<file path="config.mk">
export PLATFORM = sky130hd
export DESIGN_NAME = phase_gate_seq
export DESIGN_NICKNAME = d
export VERILOG_FILES = /design/src/rtl/gseq_pkg.sv /design/src/rtl/gseq_sync.sv /design/src/rtl/gseq_period_meter.sv /design/src/rtl/gseq_recharge.sv /design/src/rtl/gseq_fsm.sv /design/src/rtl/phase_gate_seq.sv
export SDC_FILE = /design/constraint.sdc
export NUM_CORES = 1
export LEC_CHECK = 0
export BUFFER_PORTS_ARGS = -buffer_cell sky130_fd_sc_hd__buf_2
export CORE_MARGIN = 2
export CORE_UTILIZATION = 55
export DETAILED_ROUTE_END_ITERATION = 8
export HOLD_SLACK_MARGIN = 0.02
export PLACE_DENSITY = 0.82
export SLEW_MARGIN = 5
export SYNTH_ARGS = -nofsm -noshare
export SYNTH_HDL_FRONTEND = slang
export SYNTH_HIERARCHICAL = 1
export SYNTH_SLANG_ARGS = --single-unit
</file>
<file path="constraint.sdc">
create_clock -name clk -period 3.7 [get_ports clk]
set_input_delay 0.37 -clock clk [delete_from_list [all_inputs] [get_ports clk]]
set_output_delay 0.37 -clock clk [all_outputs]
set_load 0.05 [all_outputs]
</file>
<file path="src/rtl/gseq_pkg.sv">
`timescale 1ns/1ps
// Shared types for the phase gate sequencer.
package gseq_pkg;
    // Sequencer states: off, dead toward low, low on, dead toward high, high on.
    typedef enum logic [2:0] {
        GS_OFF   = 3'd0,
        GS_DT_LO = 3'd1,
        GS_LO    = 3'd2,
        GS_DT_HI = 3'd3,
        GS_HI    = 3'd4
    } gs_state_e;
endpackage

</file>
<file path="src/rtl/gseq_sync.sv">
`timescale 1ns/1ps
// Multi-stage synchroniser for one asynchronous level.
// Assumes: the input is a slow level; a pulse shorter than a clock may be lost.
module gseq_sync #(
    parameter int STAGES = 2
) (
    input  logic clk,
    input  logic rst_n,
    input  logic d,
    output logic q
);
    logic [STAGES-1:0] sh;

    generate
        if (STAGES == 1) begin : g_one
            // Single flop capture.
            always_ff @(posedge clk) begin
                if (!rst_n) sh <= '0;
                else        sh <= d;
            end
        end else begin : g_chain
            // Shift the level through the chain.
            always_ff @(posedge clk) begin
                if (!rst_n) sh <= '0;
                else        sh <= {sh[STAGES-2:0], d};
            end
        end
    endgenerate

    assign q = sh[STAGES-1];
endmodule

</file>
<file path="src/rtl/gseq_period_meter.sv">
`timescale 1ns/1ps
// Measures the PWM period between rising edges. While the phase counter is
// inside the last DEAD_CYC+MIN_LOW_CYC cycles of the expected period, it
// raises a truncation request so that the high side ends early.
// Assumes: a period that reaches the counter ceiling is treated as unknown.
module gseq_period_meter #(
    parameter int CNT_W       = 8,
    parameter int DEAD_CYC    = 3,
    parameter int MIN_LOW_CYC = 6
) (
    input  logic clk,
    input  logic rst_n,
    input  logic pwm_in,
    output logic trunc_req
);
    localparam int RW      = CNT_W + 2;
    localparam int RESERVE = DEAD_CYC + MIN_LOW_CYC;
    localparam logic [CNT_W-1:0] CNT_MAX = '1;

    logic             pwm_prev;
    logic             rise;
    logic [CNT_W-1:0] ph_cnt;
    logic [CNT_W-1:0] period_q;
    logic             ph_vld;
    logic             per_vld;
    logic [RW-1:0]    reach;

    assign rise = pwm_in & ~pwm_prev;

    // Track cycles since the last rise and latch the period at each rise.
    always_ff @(posedge clk) begin
        if (!rst_n) begin
            pwm_prev <= 1'b0;
            ph_cnt   <= '0;
            period_q <= '0;
            ph_vld   <= 1'b0;
            per_vld  <= 1'b0;
        end else begin
            pwm_prev <= pwm_in;
            if (rise) begin
                ph_cnt   <= CNT_W'(1);
                period_q <= ph_cnt;
                ph_vld   <= 1'b1;
                per_vld  <= ph_vld && (ph_cnt != CNT_MAX);
            end else if (ph_cnt != CNT_MAX) begin
                ph_cnt <= ph_cnt + CNT_W'(1);
            end
        end
    end

    // Request truncation inside the reserved tail of the expected period.
    always_comb begin
        reach     = RW'(ph_cnt) + RW'(RESERVE);
        trunc_req = per_vld && (reach >= RW'(period_q)) && (ph_cnt < period_q);
    end
endmodule

</file>
<file path="src/rtl/gseq_recharge.sv">
`timescale 1ns/1ps
// Bootstrap recharge control: synchronises the undervoltage flag and, while
// it is raised, cuts each high-side interval after RCH_HS_CYC cycles.
// Assumes: hs_on is the sequencer's high-side state, before any override.
module gseq_recharge #(
    parameter int CNT_W       = 8,
    parameter int SYNC_STAGES = 2,
    parameter int RCH_HS_CYC  = 5
) (
    input  logic clk,
    input  logic rst_n,
    input  logic bst_uv,
    input  logic hs_on,
    output logic rch_cut
);
    localparam logic [CNT_W-1:0] CNT_MAX  = '1;
    localparam logic [CNT_W-1:0] DWELL_LT = CNT_W'(RCH_HS_CYC - 1);

    logic             uv_s;
    logic [CNT_W-1:0] dwell;

    gseq_sync #(.STAGES(SYNC_STAGES)) u_uv_sync (
        .clk   (clk),
        .rst_n (rst_n),
        .d     (bst_uv),
        .q     (uv_s)
    );

    // Count consecutive cycles spent with the high side on.
    always_ff @(posedge clk) begin
        if (!rst_n)                 dwell <= '0;
        else if (!hs_on)            dwell <= '0;
        else if (dwell != CNT_MAX)  dwell <= dwell + CNT_W'(1);
    end

    // Cut the high side once the dwell limit is reached under undervoltage.
    assign rch_cut = uv_s && hs_on && (dwell >= DWELL_LT);
endmodule

</file>
<file path="src/rtl/gseq_fsm.sv">
`timescale 1ns/1ps
// Gate sequencing state machine: dead gaps, minimum low width and high-side
// exits on PWM fall, truncation or recharge cut. A protection request sends
// it to the off state, from which it always restarts through the low side.
// Assumes: DEAD_CYC >= 1 and MIN_LOW_CYC >= 1.
module gseq_fsm
    import gseq_pkg::*;
#(
    parameter int CNT_W       = 8,
    parameter int DEAD_CYC    = 3,
    parameter int MIN_LOW_CYC = 6
) (
    input  logic      clk,
    input  logic      rst_n,
    input  logic      pwm_in,
    input  logic      hiz_req,
    input  logic      trunc_req,
    input  logic      rch_cut,
    output gs_state_e state
);
    localparam logic [CNT_W-1:0] CNT_MAX = '1;
    localparam logic [CNT_W-1:0] DT_LAST = CNT_W'(DEAD_CYC - 1);
    localparam logic [CNT_W-1:0] ML_LAST = CNT_W'(MIN_LOW_CYC - 1);

    gs_state_e        st;
    gs_state_e        nxt;
    logic             clr;
    logic [CNT_W-1:0] cnt;

    // Next-state selection and counter restart.
    always_comb begin
        nxt = st;
        clr = 1'b0;
        if (hiz_req) begin
            nxt = GS_OFF;
            clr = 1'b1;
        end else begin
            unique case (st)
                GS_OFF: begin
                    nxt = GS_DT_LO;
                    clr = 1'b1;
                end
                GS_DT_LO: begin
                    if (cnt >= DT_LAST) begin
                        nxt = GS_LO;
                        clr = 1'b1;
                    end
                end
                GS_LO: begin
                    if ((cnt >= ML_LAST) && pwm_in) begin
                        nxt = GS_DT_HI;
                        clr = 1'b1;
                    end
                end
                GS_DT_HI: begin
                    if (!pwm_in) begin
                        nxt = GS_DT_LO;
                        clr = 1'b1;
                    end else if (cnt >= DT_LAST) begin
                        nxt = GS_HI;
                        clr = 1'b1;
                    end
                end
                GS_HI: begin
                    if (!pwm_in || trunc_req || rch_cut) begin
                        nxt = GS_DT_LO;
                        clr = 1'b1;
                    end
                end
                default: begin
                    nxt = GS_OFF;
                    clr = 1'b1;
                end
            endcase
        end
    end

    // State and dwell counter registers.
    always_ff @(posedge clk) begin
        if (!rst_n) begin
            st  <= GS_OFF;
            cnt <= '0;
        end else begin
            st <= nxt;
            if (clr)                  cnt <= '0;
            else if (cnt != CNT_MAX)  cnt <= cnt + CNT_W'(1);
        end
    end

    assign state = st;
endmodule

</file>
<file path="src/rtl/phase_gate_seq.sv">
`timescale 1ns/1ps
// Per-phase gate sequencer top. Joins the period meter, the recharge control
// and the state machine, applies the protection override to the gate enables
// and drives the precharge pulldown during reset.
// Assumes: rst_n and hiz_req are synchronous to clk; bst_uv may be asynchronous.
module phase_gate_seq
    import gseq_pkg::*;
#(
    parameter int CNT_W       = 8,
    parameter int DEAD_CYC    = 3,
    parameter int MIN_LOW_CYC = 6,
    parameter int RCH_HS_CYC  = 5,
    parameter int SYNC_STAGES = 2
) (
    input  logic clk,
    input  logic rst_n,
    input  logic pwm_in,
    input  logic bst_uv,
    input  logic hiz_req,
    output logic hs_en,
    output logic ls_en,
    output logic pulldown_en
);
    gs_state_e state;
    logic      trunc_req;
    logic      rch_cut;
    logic      hs_on;
    logic      pd_q;

    assign hs_on = (state == GS_HI);

    gseq_period_meter #(
        .CNT_W       (CNT_W),
        .DEAD_CYC    (DEAD_CYC),
        .MIN_LOW_CYC (MIN_LOW_CYC)
    ) u_meter (
        .clk       (clk),
        .rst_n     (rst_n),
        .pwm_in    (pwm_in),
        .trunc_req (trunc_req)
    );

    gseq_recharge #(
        .CNT_W       (CNT_W),
        .SYNC_STAGES (SYNC_STAGES),
        .RCH_HS_CYC  (RCH_HS_CYC)
    ) u_rch (
        .clk     (clk),
        .rst_n   (rst_n),
        .bst_uv  (bst_uv),
        .hs_on   (hs_on),
        .rch_cut (rch_cut)
    );

    gseq_fsm #(
        .CNT_W       (CNT_W),
        .DEAD_CYC    (DEAD_CYC),
        .MIN_LOW_CYC (MIN_LOW_CYC)
    ) u_fsm (
        .clk       (clk),
        .rst_n     (rst_n),
        .pwm_in    (pwm_in),
        .hiz_req   (hiz_req),
        .trunc_req (trunc_req),
        .rch_cut   (rch_cut),
        .state     (state)
    );

    // Precharge pulldown follows the reset level, registered.
    always_ff @(posedge clk) begin
        if (!rst_n) pd_q <= 1'b1;
        else        pd_q <= 1'b0;
    end

    // Gate enables with the protection override applied without delay.
    assign hs_en       = hs_on && !hiz_req;
    assign ls_en       = (state == GS_LO) && !hiz_req;
    assign pulldown_en = pd_q;
endmodule

</file>
* Word level (Yosys, flattened, before mapping)
Index checks and enable logic that the tools add are counted.
** Operators by class
- Add/sub/neg operators :: 4
- $lt $le $gt $ge :: 5
- Equal/unequal tests :: 11
- Multiplexer cells :: 15
- Bitwise logic cells :: 3
- Reductions and logical operators :: 19
** Operator list (number)
- adder 8 x 1 -> 8 bit, second input constant :: 3
- inequality test 8 bit, second input constant :: 3
- greater-or-equal comparator 8 x 3 -> 1 bit, second input constant :: 2
- two-way mux 3 bit :: 5
- one-hot mux 3 bit (5 select lines) :: 1
- greater-or-equal comparator 10 x 8 -> 1 bit :: 1
- adder 8 x 4 -> 9 bit, second input constant :: 1
- greater-or-equal comparator 8 x 2 -> 1 bit, second input constant :: 1
- logical AND 1 bit :: 8
- < comparator 8 bit :: 1
- two-way mux 1 bit :: 8
- == test 3 x 2 -> 1 bit, second input constant :: 2
- inequality test 2 x 1 -> 1 bit, second input constant :: 3
- OR reduction 2 bit :: 3
- one-hot mux 1 bit (4 select lines) :: 1
- AND reduction 4 bit :: 1
- == test 3 x 1 -> 1 bit, second input constant :: 1
- == test 3 bit, second input constant :: 1
- logical NOT 3 bit :: 1
- inequality test 3 x 2 -> 1 bit, second input constant :: 1
- logical NOT 1 bit :: 2
- logical OR 1 bit :: 2
- NOT 1 bit :: 2
- AND reduction 2 bit :: 1
- 2 further kinds :: 2
** Word-level totals
- Flip-flop bits (word level) :: 41
- Input bits :: 5
- Output and inout bits :: 3
- Word-level logic and storage cells :: 68

* Longest topological paths before layout
Gate-level depths: netlist of the first run.
- Word-level depth :: 10
- Mapped depth :: 13
- Mapped depth without buffers :: 13

* Modules after synthesis
The synthesis of the first run kept the hierarchy.
** By module, submodules not included
- gseq_period_meter :: times used 1, cells an instance 144, area an instance 1217.4 um2, seq. area each 380.4 um2
- gseq_fsm :: times used 1, cells an instance 83, area an instance 729.4 um2, seq. area each 220.2 um2
- gseq_recharge :: times used 1, cells an instance 49, area an instance 419.2 um2, seq. area each 160.2 um2
- gseq_sync :: times used 1, cells an instance 4, area an instance 52.6 um2, seq. area each 40.0 um2
- phase_gate_seq :: times used 1, cells an instance 5, area an instance 48.8 um2, seq. area each 20.0 um2

* Worst setup path before layout of the first run
No wires, ideal clock.
- Kind :: flip-flop to flip-flop
- Start point :: register u_meter.ph_cnt[0]
- End point :: register u_fsm.cnt[2]
- Library setup time :: 0.074 ns
- Arrival time :: 2.694 ns
- Required time :: 3.626 ns
- Slack :: 0.932 ns
- Cell stages (with the launch flop) :: 13
- Buffers on the path :: 0
- Clock period less this slack :: 2.768 ns
- Cell sequence :: dfxtp_1 > ha_1 > a21oi_1 > nor2_1 > xor2_1 > ha_1 > and4_1 > a311oi_1 > a221oi_1 > nor4_1 > o2bb2ai_1 > o2111ai_4 > nor3_2
** Between the ends
- Longest elaborated chain between the ends :: 10
- Elaborated cells between the ends (all ways) :: 11
- Classes of those cells :: 1 x add/sub; 2 x order compare; 3 x mux; 5 x reduce/logical
** Ends and longest elaborated chain
- start, declared :: RTL line gseq_period_meter.sv:22 : logic [CNT_W-1:0] ph_cnt;
- start signal, assigned :: RTL line gseq_period_meter.sv:46 : ph_cnt <= ph_cnt + CNT_W'(1);
- adder 8 x 4 -> 9 bit :: RTL line gseq_period_meter.sv:53 : reach = RW'(ph_cnt) + RW'(RESERVE);
- greater-or-equal comparator 10 x 8 -> 1 bit :: RTL line gseq_period_meter.sv:54 : trunc_req = per_vld && (reach >= RW'(period_q)) && (ph_cnt < period_q);
- logical AND 1 bit :: RTL line gseq_period_meter.sv:54
- logical AND 1 bit (*) :: RTL line gseq_period_meter.sv:54
- net trunc_req :: RTL line phase_gate_seq.sv:25 : logic trunc_req;
- logical OR 1 bit (*) (2 in a row) :: RTL line gseq_fsm.sv:65 : if (!pwm_in || trunc_req || rch_cut) begin
- two-way mux 1 bit (*) :: RTL line gseq_fsm.sv:65
- one-hot mux 1 bit (4 select lines) (*) :: RTL line gseq_fsm.sv:38 : unique case (st)
- two-way mux 1 bit (*) :: RTL line gseq_fsm.sv:34 : if (hiz_req) begin
- OR reduction 2 bit (no line) (*)
- end signal, assigned :: RTL line gseq_fsm.sv:86 : else if (cnt != CNT_MAX) cnt <= cnt + CNT_W'(1);
- end, declared :: RTL line gseq_fsm.sv:28 : logic [CNT_W-1:0] cnt;
The timed path passes the listed nets; every way through them passes the cells marked *.
A chain may end at the register's enable or synchronous reset.

* Worst setup path after layout of the first run
- Start point :: register u_meter.ph_cnt[0]
- End point :: register u_fsm.cnt[3]
The elaborated chain is that of the path after synthesis.

==> flow_summary.toml, run 1 <==
[placed_design]
dpl.hpwl_um = 3307
gp_congestion = 0.8747
placed_area_sq_um = 2509
portBuffers = 7

[cts]
cts_hold_buf = 0
clk_pin_slew_ns = 0.08
clock_sinks = 41
cts_setup_buffers = 0
clk_latency_ns = 0.30
numCtsBuffers = 5
root_buffer = "clkbuf_8"
cts_tree = "built"
cts_resized = 0
max-clock-path-buffers = 2
htreeDepth = 2

[critical_path]
cp-end-kind = "flop"
reg2reg_depth = 12
r2r_setup_slack_ns = 0.63
arrival_ns = 3.30
rr_startpoint = "u_meter/ph_cnt[0]"
start_kind = "flop"
r2r-end = "u_fsm/cnt[3]"
critPathKind = "flop to flop"
crit_fanout = 8
required_ns = 3.93

[synth]
ys_async_sr_fraction_pct = 0
synth_area_leader_cell = "dfxtp_1"
avgSynthCellArea_sq_um = 8.657
synth_ff_type = "dfxtp_1"
synth-seq-area-share_pct = 33.27
synth_area_leaders = "dfxtp_1 33%, ha_1 12%, nand2_1 5.6%"
synth_top_area_share_pct = 33.27
synth_area_sq_um = 2467
synth-edff-count = 0
synth_fp_nets = 313
synth_cells = 285
ys_warn_count = 6
synthDistinctLibCells = 59
synth_seq_cells = 41

[drt]
routed_via_density = 5.842
drc = 0
routedWlPerCell_um = 13.86
drt_iter0_markers = 83
ant_nets = 0
routed_wl_um = 4725
dr_total_vias = 1992
drt_pass1_iterations = 5

[hold_path]
hp-start = "bst_uv"
whs_path_depth = 2
hp-class = "input port to flop"
min_to = "u_rch/u_uv_sync/sh[0]"

[die]
die_y_um = 70.98
initial_core_util_pct = 57.06
num_io_pins = 8
die_x_um = 70.98
die_area_sq_um = 5038
core.rowCount = 24
core_sq_um = 4324

[global_routing]
grt_start_max_net_pins = 19
grt_pass1_wl_um = 8252
grtUsageMet2_pct = 32.81
grt_pass1_vias = 1881
use_met3_pct = 4.416
use_met1_pct = 25.82
grt_usage_pct = 20.01
grt_antenna_before_repair = 0
overflow = 0
top_usage_layer = "met2"

[cells_and_area]
fin_util_pct = 60.79
layout.nets = 316
stdcell_area_sq_um = 2629
fillers = 398
layout-area-overhead-vs-synth_pct = 6.542
diodes = 0
drive_gt1_share_pct = 10.73

[pwr]
power_density_nw_per_um2 = 338.6
ir_drop_v = 0.0002238
p_total_uw = 890.1
leakage_nw = 0.9777

[timing]
finalCriticalPeriod_ns = 3.070
finalMaxSlewViolations = 0
grt_setup_unrepaired = "no"
slew_headroom_pct = 54.31
hold_violations = 0
setup_viol = 0
skew_ns = 0.007134
clock.fmax_ghz = 0.3258
worst_slew_pin_slew_ns = 0.6839
period_share_pct = 82.97
hold_ws_ns = 0.2769
setup_tns_ns = 0

[outcome]
outcome = "finished clean"

[run]
cap_viol_max_count = 0
## power by group
group | switching (mW) | leakage [nW] | internal, mW | total [mW]
logic | 0.0324 | 0.588 | 0.0202 | 0.0525
registers | 0.00758 | 0.333 | 0.449 | 0.456
clock network | 0.162 | 0.0574 | 0.219 | 0.381
total | 0.202 | 0.978 | 0.688 | 0.890
## cell families (layout without fill, tap and decap cells)
kind of cell,after synthesis,count (layout),share of synthesized area [%]
compound gates,61,61,17.85
xor+xnor,10,10,3.550
fa+ha+maj,23,23,11.66
buf+inv,30,34,5.274
flops,41,41,33.27
mux,3,3,1.217
simple gates,117,117,27.18
## critical path, stage by stage, from the launching register on
cell and delay, ns:
dfxtp_1 0.36, ha_1 0.25, a21oi_1 0.27, nor2_1 0.11, xor2_1 0.15, ha_1 0.32
and4_1 0.18, a311oi_1 0.27, a221oi_1 0.12, nor4_1 0.31, o2bb2ai_1 0.20, o2111ai_4 0.25
nor3_2 0.22
## state kept, by name, indices dropped and copies added (netlist names)
signal and count:
u_fsm/cnt 8, u_meter/period_q 8, u_meter/ph_cnt 8, u_rch/dwell 8, u_fsm/state 3, u_rch/u_uv_sync/sh 2
pulldown_en 1, u_meter/per_vld 1, u_meter/ph_vld 1, u_meter/pwm_prev 1
## cell usage after synthesis (3+ instances only)
master / instances
a211oi_1: 3
a21boi_0: 9
a21oi_1: 16
a31oi_1: 6
and2_1: 5
and3_1: 4
buf_2: 5
clkbuf_1: 4
dfxtp_1: 41
ha_1: 23
inv_1: 19
mux2i_1: 3
nand2_1: 37
nand2b_1: 5
nand3_1: 7
nor2_1: 17
nor2b_1: 4
nor3_1: 9
nor3_2: 4
nor4b_1: 3
o21ai_0: 8
xnor2_1: 6
xor2_1: 4
## per-layer routing
metal	vias to the layer above	wire length [um]
met5	-	0
met4	0	68
met3	6	174
met2	32	2279
met1	929	2203
li1	1025	-
## placed cells by master, fill, tap and decap left out, types with 3 or more instances in the layout
cell type	count
nand3_1	7
clkbuf_8	6
buf_2	7
o21ai_0	8
nand2_1	37
nor2_1	17
xnor2_1	6
nor4b_1	3
nor3_2	4
mux2i_1	3
and3_1	4
nand2b_1	5
and2_1	5
a21oi_1	16
inv_1	19
a211oi_1	3
xor2_1	4
a21boi_0	9
ha_1	23
dfxtp_1	41
a31oi_1	6
nor2b_1	4
nor3_1	9
## area by class of cell
cell class	instances	area, sq um	area share (%)
sequential	41	820.8	31.22
inverter	19	71.32	2.713
timing repair buffer	7	35.03	1.333
tap	52	65.06	2.475
clock buffer	6	82.58	3.141
clock inverter	2	37.54	1.428
multi-input combinational	214	1516	57.69
## how the worst max path moves through the flow
stage                                  from           end  slack (ns)  cells past startpoint
after floorplan           u_meter/ph_cnt[0]  u_fsm/cnt[2]        0.93                     12
after global placement    u_meter/ph_cnt[0]  u_fsm/cnt[2]        0.75                     12
after detailed placement  u_meter/ph_cnt[0]  u_fsm/cnt[3]        0.64                     12
after CTS                 u_meter/ph_cnt[0]  u_fsm/cnt[3]        0.63                     12
after global routing      u_meter/ph_cnt[0]  u_fsm/cnt[3]        0.37                     12
final                     u_meter/ph_cnt[0]  u_fsm/cnt[3]        0.63                     12
## per-stage QoR
step / instances / setup WS (ns)
after global routing: 341 / 0.3696
after detailed placement: 333 / 0.6438
after floorplan: 285 / 0.9323
final: 341 / 0.6302
after global placement: 333 / 0.7495
after CTS: 341 / 0.6304
Power figures use the tool's default switching activity.
==> run 2: changes to the inputs <==
==> constraint.sdc (replaced) <==
create_clock -name clk -period 3.1 [get_ports clk]
set_input_delay 0.31 -clock clk [delete_from_list [all_inputs] [get_ports clk]]
set_output_delay 0.31 -clock clk [all_outputs]
set_load 0.05 [all_outputs]
==> flow_summary.toml, run 2 (synthesis results as in run 1) <==
[outcome]
outcome = "finished clean"

[cts]
numCtsBuffers = 5
clock_sinks = 41
max-clock-path-buffers = 2
cts_tree = "built"
clk_latency_ns = 0.30
cts_hold_buf = 0
htreeDepth = 2
cts_setup_buffers = 0
root_buffer = "clkbuf_8"
clk_pin_slew_ns = 0.09

[global_routing]
grt_pass1_vias = 1940
grt_start_max_net_pins = 19
grt_pass1_wl_um = 8838
grt_usage_pct = 21.65
grt_antenna_before_repair = 0
overflow = 0

[cells_and_area]
diodes = 0
final_cell_mix = "38 x dfxtp_1, 37 x nand2_1, 22 x ha_1"
fin_util_pct = 61.89
layout-area-overhead-vs-synth_pct = 8.469
layout.nets = 320
layout_commonest_cell = "dfxtp_1"
drive_gt1_share_pct = 14.33
layoutNonFillerInstCount = 345

[pwr]
ir_drop_v = 0.0002066
leakage_nw = 0.9974
power_density_nw_per_um2 = 394.3

[timing]
hold_violations = 0
clock.fmax_ghz = 0.3350
finalMaxSlewViolations = 0
slew_headroom_pct = 49.30
setup_viol = 0
worst_slew_pin_slew_ns = 0.7589
period_share_pct = 96.28
finalCriticalPeriod_ns = 2.985
final.setup.worst_slack_ns = 0.1153
skew_ns = 0.008095

[placed_design]
dpl.hpwl_um = 3694
dpl.cell_count = 337
portBuffers = 7
place_ws_ns = 0.05288
gp_congestion = 0.8686

[drt]
dr_total_vias = 2068
routed_via_density = 5.994
drt_pass1_iterations = 4
drt_iter0_markers = 95
routedWlPerCell_um = 15.03
ant_nets = 0
drc = 0
routed_wl_um = 5185

[die]
initial_core_util_pct = 57.06
die_y_um = 70.98
die_x_um = 70.98
die_area_sq_um = 5038
core_sq_um = 4324
num_io_pins = 8
core.rowCount = 24

[hold_path]
whs_path_depth = 2
hp-class = "input port to flop"

[critical_path]
arrival_ns = 3.22
r2r-end = "u_fsm/cnt[3]"
critPathKind = "flop to flop"
timing.critical_path.max_delay_family = "simple AND/OR/NAND/NOR gates"
crit_start = "u_meter/ph_cnt[2]"
reg2reg_depth = 11
crit_end = "u_fsm/cnt[3]"
required_ns = 3.33
r2r_setup_slack_ns = 0.12
rr_startpoint = "u_meter/ph_cnt[2]"
slowest_delay_ns = 0.41
crit_fanout = 8
cp-end-kind = "flop"
cp_num_buf_inv = 0
start_kind = "flop"
critPathSlowestCell = "dfxtp_2"
timing.critical_path.cells = "and3_4 -> o2111ai_1 -> xnor2_1 -> ha_1 -> and4_1 -> a311oi_1 -> a221oi_1 -> nor4_2 -> o2bb2ai_2 -> o2111ai_4 -> nor3_2"
cp.depth = 11

[run]
cap_viol_max_count = 0
run 2: changes by cell type in the layout (fill, tap and decap cells not counted), sizes merged:
cell	before	now
buf	7	11
clkinv	0	1
clkbuf	6	5
run 2: stage by stage:
stage / total power, mW / instance area, sq um / setup TNS (ns) / hold WS [ns]
finish: 1.055 / 2676 / 0 / 0.2095
global route: 1.092 / 2676 / -0.1297 / 0.2213
CTS: 1.062 / 2654 / 0 / 0.2025
detailed placement: 0.6198 / 2539 / 0 / 0.4238
global placement: 0.6162 / 2539 / 0 / 0.4158
floorplan: 0.6003 / 2467 / 0 / 0.3665
run 2: worst register-to-register path: cells and delay by family (launching register included):
family | cells | cell delay, ns
DFF | 1 | 0.41
and+or+nand+nor | 4 | 1.04
xor gates and xnor gates | 1 | 0.24
adders and majority gates | 1 | 0.28
AOI/OAI and AO/OA | 5 | 0.97
run 2: report_power, final:
group	switching (mW)	internal [mW]
clock	0.203	0.241
sequential	0.00983	0.536
combinational	0.0401	0.0250
run 2: metal layers:
metal,track usage [%],up-vias,wire length (um)
li1,-,1022,-
met1,27.05,993,2322
met2,37.38,45,2571
met3,3.989,8,205
met4,7.547,0,85
met5,0,-,0
run 2: cell type report:
cell class                      count  area [sq um]
Clock buffer                        5         68.82
Clock inverter                      3         46.29
Fill cell                         390          1648
Inverter                           19         71.32
Multi-Input combinational cell    214          1535
Sequential cell                    41         824.5
Tap cell                           52         65.06
Timing Repair Buffer               11         65.06
run 2: repair_timing:
action | 4_1_cts | 5_1_grt
resized for setup | 0 | 7
hold endpoints to repair | 0 | 0
setup endpoints to repair | 0 | 8
run 2: worst min-delay path by stage:
stage	startpoint	endpoint	slack, ns
detailed placement	u_rch/u_uv_sync/sh[0]	u_rch/u_uv_sync/sh[1]	0.42
global placement	u_rch/u_uv_sync/sh[0]	u_rch/u_uv_sync/sh[1]	0.42
CTS	bst_uv	u_rch/u_uv_sync/sh[0]	0.20
global route	bst_uv	u_rch/u_uv_sync/sh[0]	0.22
floorplan	rst_n	pulldown_en	0.37
finish	bst_uv	u_rch/u_uv_sync/sh[0]	0.21
